$ cat src/rtl/dbnc_pkg.sv
package dbnc_pkg;
  localparam int FIELD_W = 8;
  localparam int DATA_W  = 32;
  localparam int CNT_W   = 18;

  function automatic logic [CNT_W-1:0] win_ticks(input logic [2:0] code);
    case (code)
      3'd0:    win_ticks = CNT_W'(500);
      3'd1:    win_ticks = CNT_W'(1000);
      3'd2:    win_ticks = CNT_W'(16000);
      3'd3:    win_ticks = CNT_W'(32000);
      3'd4:    win_ticks = CNT_W'(64000);
      3'd5:    win_ticks = CNT_W'(128000);
      default: win_ticks = CNT_W'(256000);
    endcase
  endfunction
endpackage

$ cat src/rtl/dbnc_tick.sv
module dbnc_tick #(
  parameter int DIV = 50
) (
  input  logic clk,
  input  logic rst,
  output logic tick_o
);
  localparam int PW = (DIV > 1) ? $clog2(DIV) : 1;

  generate
    if (DIV <= 1) begin : g_every
      assign tick_o = 1'b1;
    end else begin : g_div
      logic [PW-1:0] pre_q;
      always_ff @(posedge clk) begin
        if (rst) begin
          pre_q  <= '0;
          tick_o <= 1'b0;
        end else begin
          tick_o <= (pre_q == PW'(DIV - 2));
          if (pre_q == PW'(DIV - 1)) pre_q <= '0;
          else                       pre_q <= pre_q + 1'b1;
        end
      end
    end
  endgenerate
endmodule

$ cat src/rtl/dbnc_regs.sv
module dbnc_regs #(
  parameter int              NUM_LINES  = 8,
  parameter int              DBNC_LIMIT = 6,
  parameter int              ADDR_W     = 12,
  parameter logic [ADDR_W-1:0] CTRL_OFF = 12'h500,
  parameter logic [ADDR_W-1:0] SET_OFF  = 12'h600,
  parameter logic [ADDR_W-1:0] CLR_OFF  = 12'h700
) (
  input  logic              clk,
  input  logic              rst,
  input  logic [ADDR_W-1:0] bus_addr,
  input  logic              bus_we,
  input  logic [31:0]       bus_wdata,
  output logic [31:0]       bus_rdata,
  output logic              en_o      [NUM_LINES],
  output logic [2:0]        code_o    [NUM_LINES],
  output logic              restart_o [NUM_LINES],
  output logic [31:0]       word0_o
);
  localparam int WORDS  = (NUM_LINES + 3) / 4;
  localparam int WIDX_W = (WORDS > 1) ? $clog2(WORDS) : 1;
  localparam logic [ADDR_W-1:0] SPAN = ADDR_W'(WORDS * 4);

  function automatic logic in_win(input logic [ADDR_W-1:0] a, input logic [ADDR_W-1:0] base);
    in_win = (a[1:0] == 2'b00) && (a >= base) && (a < base + SPAN);
  endfunction

  logic hit_ctrl, hit_set, hit_clr, hit_any;
  logic [ADDR_W-1:0] rel;
  logic [WIDX_W-1:0] widx;

  always_comb begin
    hit_ctrl = in_win(bus_addr, CTRL_OFF);
    hit_set  = in_win(bus_addr, SET_OFF);
    hit_clr  = in_win(bus_addr, CLR_OFF);
    hit_any  = hit_ctrl | hit_set | hit_clr;
    if (hit_set)      rel = bus_addr - SET_OFF;
    else if (hit_clr) rel = bus_addr - CLR_OFF;
    else              rel = bus_addr - CTRL_OFF;
    widx = rel[WIDX_W+1:2];
  end

  for (genvar i = 0; i < NUM_LINES; i++) begin : g_line
    localparam int W = i / 4;
    localparam int B = (i % 4) * 8;
    if (i < DBNC_LIMIT) begin : g_act
      logic       en_q, pulse_q;
      logic [2:0] code_q;
      logic       here;
      assign here = bus_we && hit_any && (widx == WIDX_W'(W));
      always_ff @(posedge clk) begin
        if (rst) begin
          en_q    <= 1'b0;
          code_q  <= 3'b000;
          pulse_q <= 1'b0;
        end else begin
          pulse_q <= 1'b0;
          if (here && hit_ctrl) begin
            en_q    <= bus_wdata[B];
            code_q  <= bus_wdata[B+6:B+4];
            pulse_q <= bus_wdata[B+1];
          end else if (here && hit_set) begin
            en_q    <= en_q | bus_wdata[B];
            code_q  <= code_q | bus_wdata[B+6:B+4];
            pulse_q <= bus_wdata[B+1];
          end else if (here && hit_clr) begin
            en_q    <= en_q & ~bus_wdata[B];
            code_q  <= code_q & ~bus_wdata[B+6:B+4];
          end
        end
      end
      assign en_o[i]      = en_q;
      assign code_o[i]    = code_q;
      assign restart_o[i] = pulse_q;
    end else begin : g_off
      assign en_o[i]      = 1'b0;
      assign code_o[i]    = 3'b000;
      assign restart_o[i] = 1'b0;
    end
  end

  logic [31:0] rd_word;
  always_comb begin
    rd_word = '0;
    word0_o = '0;
    for (int i = 0; i < NUM_LINES; i++) begin
      if (hit_any && (i / 4 == int'(widx)))
        rd_word[(i % 4) * 8 +: 8] = {1'b0, code_o[i], 3'b000, en_o[i]};
      if (i < 4)
        word0_o[i * 8 +: 8] = {1'b0, code_o[i], 3'b000, en_o[i]};
    end
  end

  always_ff @(posedge clk) begin
    if (rst) bus_rdata <= '0;
    else     bus_rdata <= rd_word;
  end
endmodule

$ cat src/rtl/dbnc_line.sv
module dbnc_line
  import dbnc_pkg::*;
(
  input  logic       clk,
  input  logic       rst,
  input  logic       tick,
  input  logic       din,
  input  logic       active,
  input  logic [2:0] code,
  input  logic       restart,
  output logic       dout
);
  logic             s1_q, s2_q;
  logic [1:0]       hold_q;
  logic [CNT_W-1:0] cnt_q;
  logic [CNT_W-1:0] limit;

  assign limit = win_ticks(code) - 1'b1;

  always_ff @(posedge clk) begin
    if (rst) begin
      s1_q   <= 1'b0;
      s2_q   <= 1'b0;
      dout   <= 1'b0;
      hold_q <= 2'd0;
      cnt_q  <= '0;
    end else begin
      s1_q <= din;
      s2_q <= s1_q;
      if (restart)            hold_q <= 2'd2;
      else if (hold_q != 2'd0) hold_q <= hold_q - 1'b1;

      if (!active) begin
        dout  <= s2_q;
        cnt_q <= '0;
      end else if (restart || hold_q != 2'd0 || s2_q == dout) begin
        cnt_q <= '0;
      end else if (tick) begin
        if (cnt_q >= limit) begin
          dout  <= s2_q;
          cnt_q <= '0;
        end else begin
          cnt_q <= cnt_q + 1'b1;
        end
      end
    end
  end
endmodule

$ cat src/rtl/dbnc_bank.sv
module dbnc_bank #(
  parameter int              NUM_LINES  = 8,
  parameter int              DBNC_LIMIT = 6,
  parameter int              TICK_DIV   = 50,
  parameter int              ADDR_W     = 12,
  parameter logic [ADDR_W-1:0] CTRL_OFF = 12'h500,
  parameter logic [ADDR_W-1:0] SET_OFF  = 12'h600,
  parameter logic [ADDR_W-1:0] CLR_OFF  = 12'h700
) (
  input  logic                 clk,
  input  logic                 rst,
  input  logic [ADDR_W-1:0]    bus_addr,
  input  logic                 bus_we,
  input  logic [31:0]          bus_wdata,
  output logic [31:0]          bus_rdata,
  input  logic [NUM_LINES-1:0] level_sens,
  input  logic [NUM_LINES-1:0] line_in,
  output logic [NUM_LINES-1:0] line_out
);
  logic        en     [NUM_LINES];
  logic [2:0]  code   [NUM_LINES];
  logic        restart[NUM_LINES];
  logic [31:0] ctrl_word0;
  logic        tick;

  dbnc_tick #(.DIV(TICK_DIV)) u_tick (
    .clk(clk), .rst(rst), .tick_o(tick)
  );

  dbnc_regs #(
    .NUM_LINES(NUM_LINES), .DBNC_LIMIT(DBNC_LIMIT), .ADDR_W(ADDR_W),
    .CTRL_OFF(CTRL_OFF), .SET_OFF(SET_OFF), .CLR_OFF(CLR_OFF)
  ) u_regs (
    .clk(clk), .rst(rst), .bus_addr(bus_addr), .bus_we(bus_we),
    .bus_wdata(bus_wdata), .bus_rdata(bus_rdata), .en_o(en),
    .code_o(code), .restart_o(restart), .word0_o(ctrl_word0)
  );

  for (genvar i = 0; i < NUM_LINES; i++) begin : g_ln
    dbnc_line u_line (
      .clk(clk), .rst(rst), .tick(tick), .din(line_in[i]),
      .active(en[i] & level_sens[i]), .code(code[i]),
      .restart(restart[i]), .dout(line_out[i])
    );
  end
endmodule

$ cat config.mk
export PLATFORM = sky130hd
export DESIGN_NAME = dbnc_bank
export DESIGN_NICKNAME = d
export VERILOG_FILES = /design/src/rtl/dbnc_pkg.sv /design/src/rtl/dbnc_tick.sv /design/src/rtl/dbnc_regs.sv /design/src/rtl/dbnc_line.sv /design/src/rtl/dbnc_bank.sv
export SDC_FILE = /design/constraint.sdc
export NUM_CORES = 1
export LEC_CHECK = 0
export ABC_AREA = 1
export BUFFER_PORTS_ARGS = -buffer_cell sky130_fd_sc_hd__buf_4
export CAP_MARGIN = 25
export CORE_ASPECT_RATIO = 1.1
export CORE_MARGIN = 1
export CORE_UTILIZATION = 50
export CTS_CLUSTER_SIZE = 40
export DETAILED_ROUTE_END_ITERATION = 6
export PLACE_DENSITY = 0.77
export SETUP_SLACK_MARGIN = 0.2
export SYNTH_ARGS = -nofsm -noshare
export SYNTH_HDL_FRONTEND = slang
export SYNTH_SLANG_ARGS = --single-unit
export TNS_END_PERCENT = 1
$ cat constraint.sdc
create_clock -name clk -period 4.6 [get_ports clk]
set_clock_uncertainty 0.05 [all_clocks]
set_input_delay 0.92 -clock clk [delete_from_list [all_inputs] [get_ports clk]]
set_output_delay 0.92 -clock clk [all_outputs]
set_load 0.1 [all_outputs]
==> impl_metrics.toml <==
[status]
outcome = "finished with violations"
violations = "design-rule violations"

[routing]
postRouteAntennaNets = 0
drt_first_pass_iters = 7
drc = 10
drt-initial-drc-count = 690
viasPerCell = 5.182
via_count = 11400
finalWirelength_um = 28240
routedWlPerCell_um = 12.84

[power_and_ir_drop]
p_clk_share_pct = 41.2
power_mw = 3.329
powerDensity_nw_per_um2 = 244.7
p_leak_nw = 6.156
vdd_drop_max_mv = 0.2301
p_seq_share_pct = 51.8
p_sw_uw = 840.8
sw_frac_of_total_pct = 25.26
p_comb_share_pct = 6.9
p_int_mw = 2.488

[setup_path]
critPathLaunchType = "flop"
cp.arrival_ns = 3.73
crit_path_max_fanout = 16
critPathKind = "reg -> reg"
cp_data_required_time_ns = 4.89
end_kind = "flop"

[final_layout]
layout-drive-gt1-share_pct = 7.207
nets = 2062
syn_to_final_growth_pct = 9.409
nFillCells = 2343

[synth]
synth_edf_count = 0
syn_area_um2 = 12430
ys_ff_latch = 197
yosys.area.top_type_share_pct = 31.72
synth_flop_cell = "dfxtp_1"
syn_inst = 1829
netlist.top_cell.by_area = "dfxtp_1"
synth.distinct_cells = 46
synthTopCellsByCount = "nand2_1 (444), nor2_1 (282), inv_1 (250), dfxtp_1 (197), ha_1 (123)"
synth.most_common_cell = "nand2_1"
ys_seq_area_share_pct = 31.72
async_flop_share_pct = 0
avgSynthCellArea_um2 = 6.798
yosys-top-cells-area = "dfxtp_1 (32%), nand2_1 (13%), ha_1 (12%)"
yosys_warnings = 0

[cts]
clkTransAtPathRegs_ns = 0.08
cts_max_level = 4
post_cts_resized = 0
cts_sinks = 197
hold_buffers = 0
cts.path.max_buffers = 2
cts_tree = "yes"
clock-root-buffer = "clkbuf_16"
cts-buffers-inserted = 17
clk_latency_ns = 0.44
cts_setup_buffers = 0

[global_routing]
busiest_layer = "met2"
grt_usage_pct = 22.70
met2_usage_pct = 41.05
grt_pass1_vias = 10750
grt_pass1_wl_um = 47910
grt_max_degree = 50
gr-total-overflow = 0
grt_use_met1_pct = 26.08
antenna_found_initial = 2
grt.met3_usage_pct = 3.986

[sta]
tns_ns = 0
maxSlewHeadroom_pct = 33.25
post-route-min-period_ns = 3.444
setup_viol = 0
fin_crit_sh_pct = 74.86
tightestPinTransition_ns = 0.9951
finalHoldViolations = 0
rsz0062_at_grt = "false"
max_freq_mhz = 290.4
slew_viol_final = 0

[floorplan]
die_w_um = 152.4
core_area_um2 = 24470
placementRows = 60
io_pins = 103
die_area_um2 = 25500
start_util_pct = 50.80
die_y_um = 167.4

[place]
routabilityCongestion = 0.8519
numPortBuffers = 72
dp_hpwl_um = 21400

[run]
maxCapViolCount = 0

[worst_hold_path]
hold_path.class = "reg -> reg"
-- cells by family after synthesis --
kind of cell,Yosys count,share of synthesized area (%)
AND/OR/NAND/NOR,977,34.31
other,1,0.03016
adder cells (fa/ha/maj),123,12.38
flip-flops,197,31.72
buffers and inverters,320,10.72
AO/OA/AOI/OAI,157,7.044
XOR/XNOR,54,3.804
-- power by group through the flow --
stage | sequential [mW] | clock (mW) | combinational [mW]
after floorplan | 1.76 | 0 | 0.179
after global placement | 1.76 | 0 | 0.225
after detailed placement | 1.76 | 0 | 0.229
after CTS | 1.72 | 1.40 | 0.230
after global routing | 1.73 | 1.47 | 0.254
final | 1.72 | 1.37 | 0.231
-- placed cells by master (no fill, tap or decap), types with 2 or more instances in the layout --
| cell | instances |
|---|---|
| nand2_1 | 444 |
| nor2_1 | 282 |
| inv_1 | 250 |
| dfxtp_1 | 196 |
| ha_1 | 123 |
| a21oi_1 | 84 |
| nand3_1 | 74 |
| buf_4 | 74 |
| nand4_1 | 69 |
| nor3_1 | 42 |
| xor2_1 | 36 |
| o21ai_0 | 28 |
| conb_1 | 22 |
| xnor2_1 | 18 |
| clkbuf_16 | 17 |
| nor3b_1 | 15 |
| nand3b_1 | 11 |
| or2_2 | 9 |
| a21o_1 | 9 |
| a31oi_1 | 7 |
| o22ai_1 | 7 |
| o211ai_1 | 6 |
| nor2_2 | 6 |
| a22oi_1 | 5 |
| nor4_1 | 5 |
| nor3b_2 | 5 |
| o21ai_1 | 4 |
| nand2_2 | 3 |
| nand3_2 | 3 |
| nor2_4 | 3 |
| clkinvlp_4 | 3 |
| inv_6 | 3 |
| clkbuf_1 | 3 |
| diode_2 | 2 |
| clkinv_1 | 2 |
| nor3_2 | 2 |
| and3_1 | 2 |
-- metrics by stage --
stage                     cells  setup WS, ns  area [um2]  utilization, %  hold slack (ns)
after floorplan            1850         1.695       12510               -           0.3383
after global placement     2167         1.253       13070           53.42           0.3420
after detailed placement   2167         1.123       13070           53.42           0.3553
after CTS                  2197         1.141       13600           55.56           0.3529
after global routing       2197        0.7611       13600           55.56           0.3859
final                      2199         1.156       13600           55.58           0.3451
-- critical path, stage by stage, from the launching register on --
cell and delay, ns:
dfxtp_1 0.39, inv_1 0.09, nor2_1 0.25, nand2_1 0.19, ha_1 0.34, or2_2 0.34
nand2_1 0.08, a22oi_1 0.07, ha_1 0.29, nand2_1 0.05, nor2_1 0.08, nand2_1 0.08
nor2_1 0.09, nand2_1 0.07, nand3_1 0.13, nand2_1 0.06, nand2_1 0.43, inv_1 0.11
o21ai_0 0.10, nor2_1 0.05
-- metal layers --
metal | vias to the layer above | part of all wire [%]
li1 | 5919 | -
met1 | 5209 | 44
met2 | 210 | 49
met3 | 57 | 4.2
met4 | 0 | 3.2
met5 | - | 0
-- area by class of cell --
class	instances	area, um2	share of cell area (%)
clock inverter	9	73.82	0.5427
inverter	253	949.7	6.981
tap	310	387.9	2.851
antenna	2	5.005	0.03679
multi-input combinational	1333	7236	53.19
clock buffer	21	450.4	3.311
sequential	197	3945	29.00
timing repair buffer	74	555.5	4.084
-- final timing paths --
check / start / to / slack (ns) / depth (start not counted)
max: flop / g_ln[4].u_line.cnt_q[16] / 1.16 / 19
min: g_ln[2].u_line.s1_q / g_ln[2].u_line.s2_q / 0.35 / 2
max reg2reg: flop / g_ln[4].u_line.cnt_q[16] / 1.16 / 19
min reg2reg: g_ln[2].u_line.s1_q / g_ln[2].u_line.s2_q / 0.35 / 2
No activity file was read; power rests on OpenSTA's default activity.
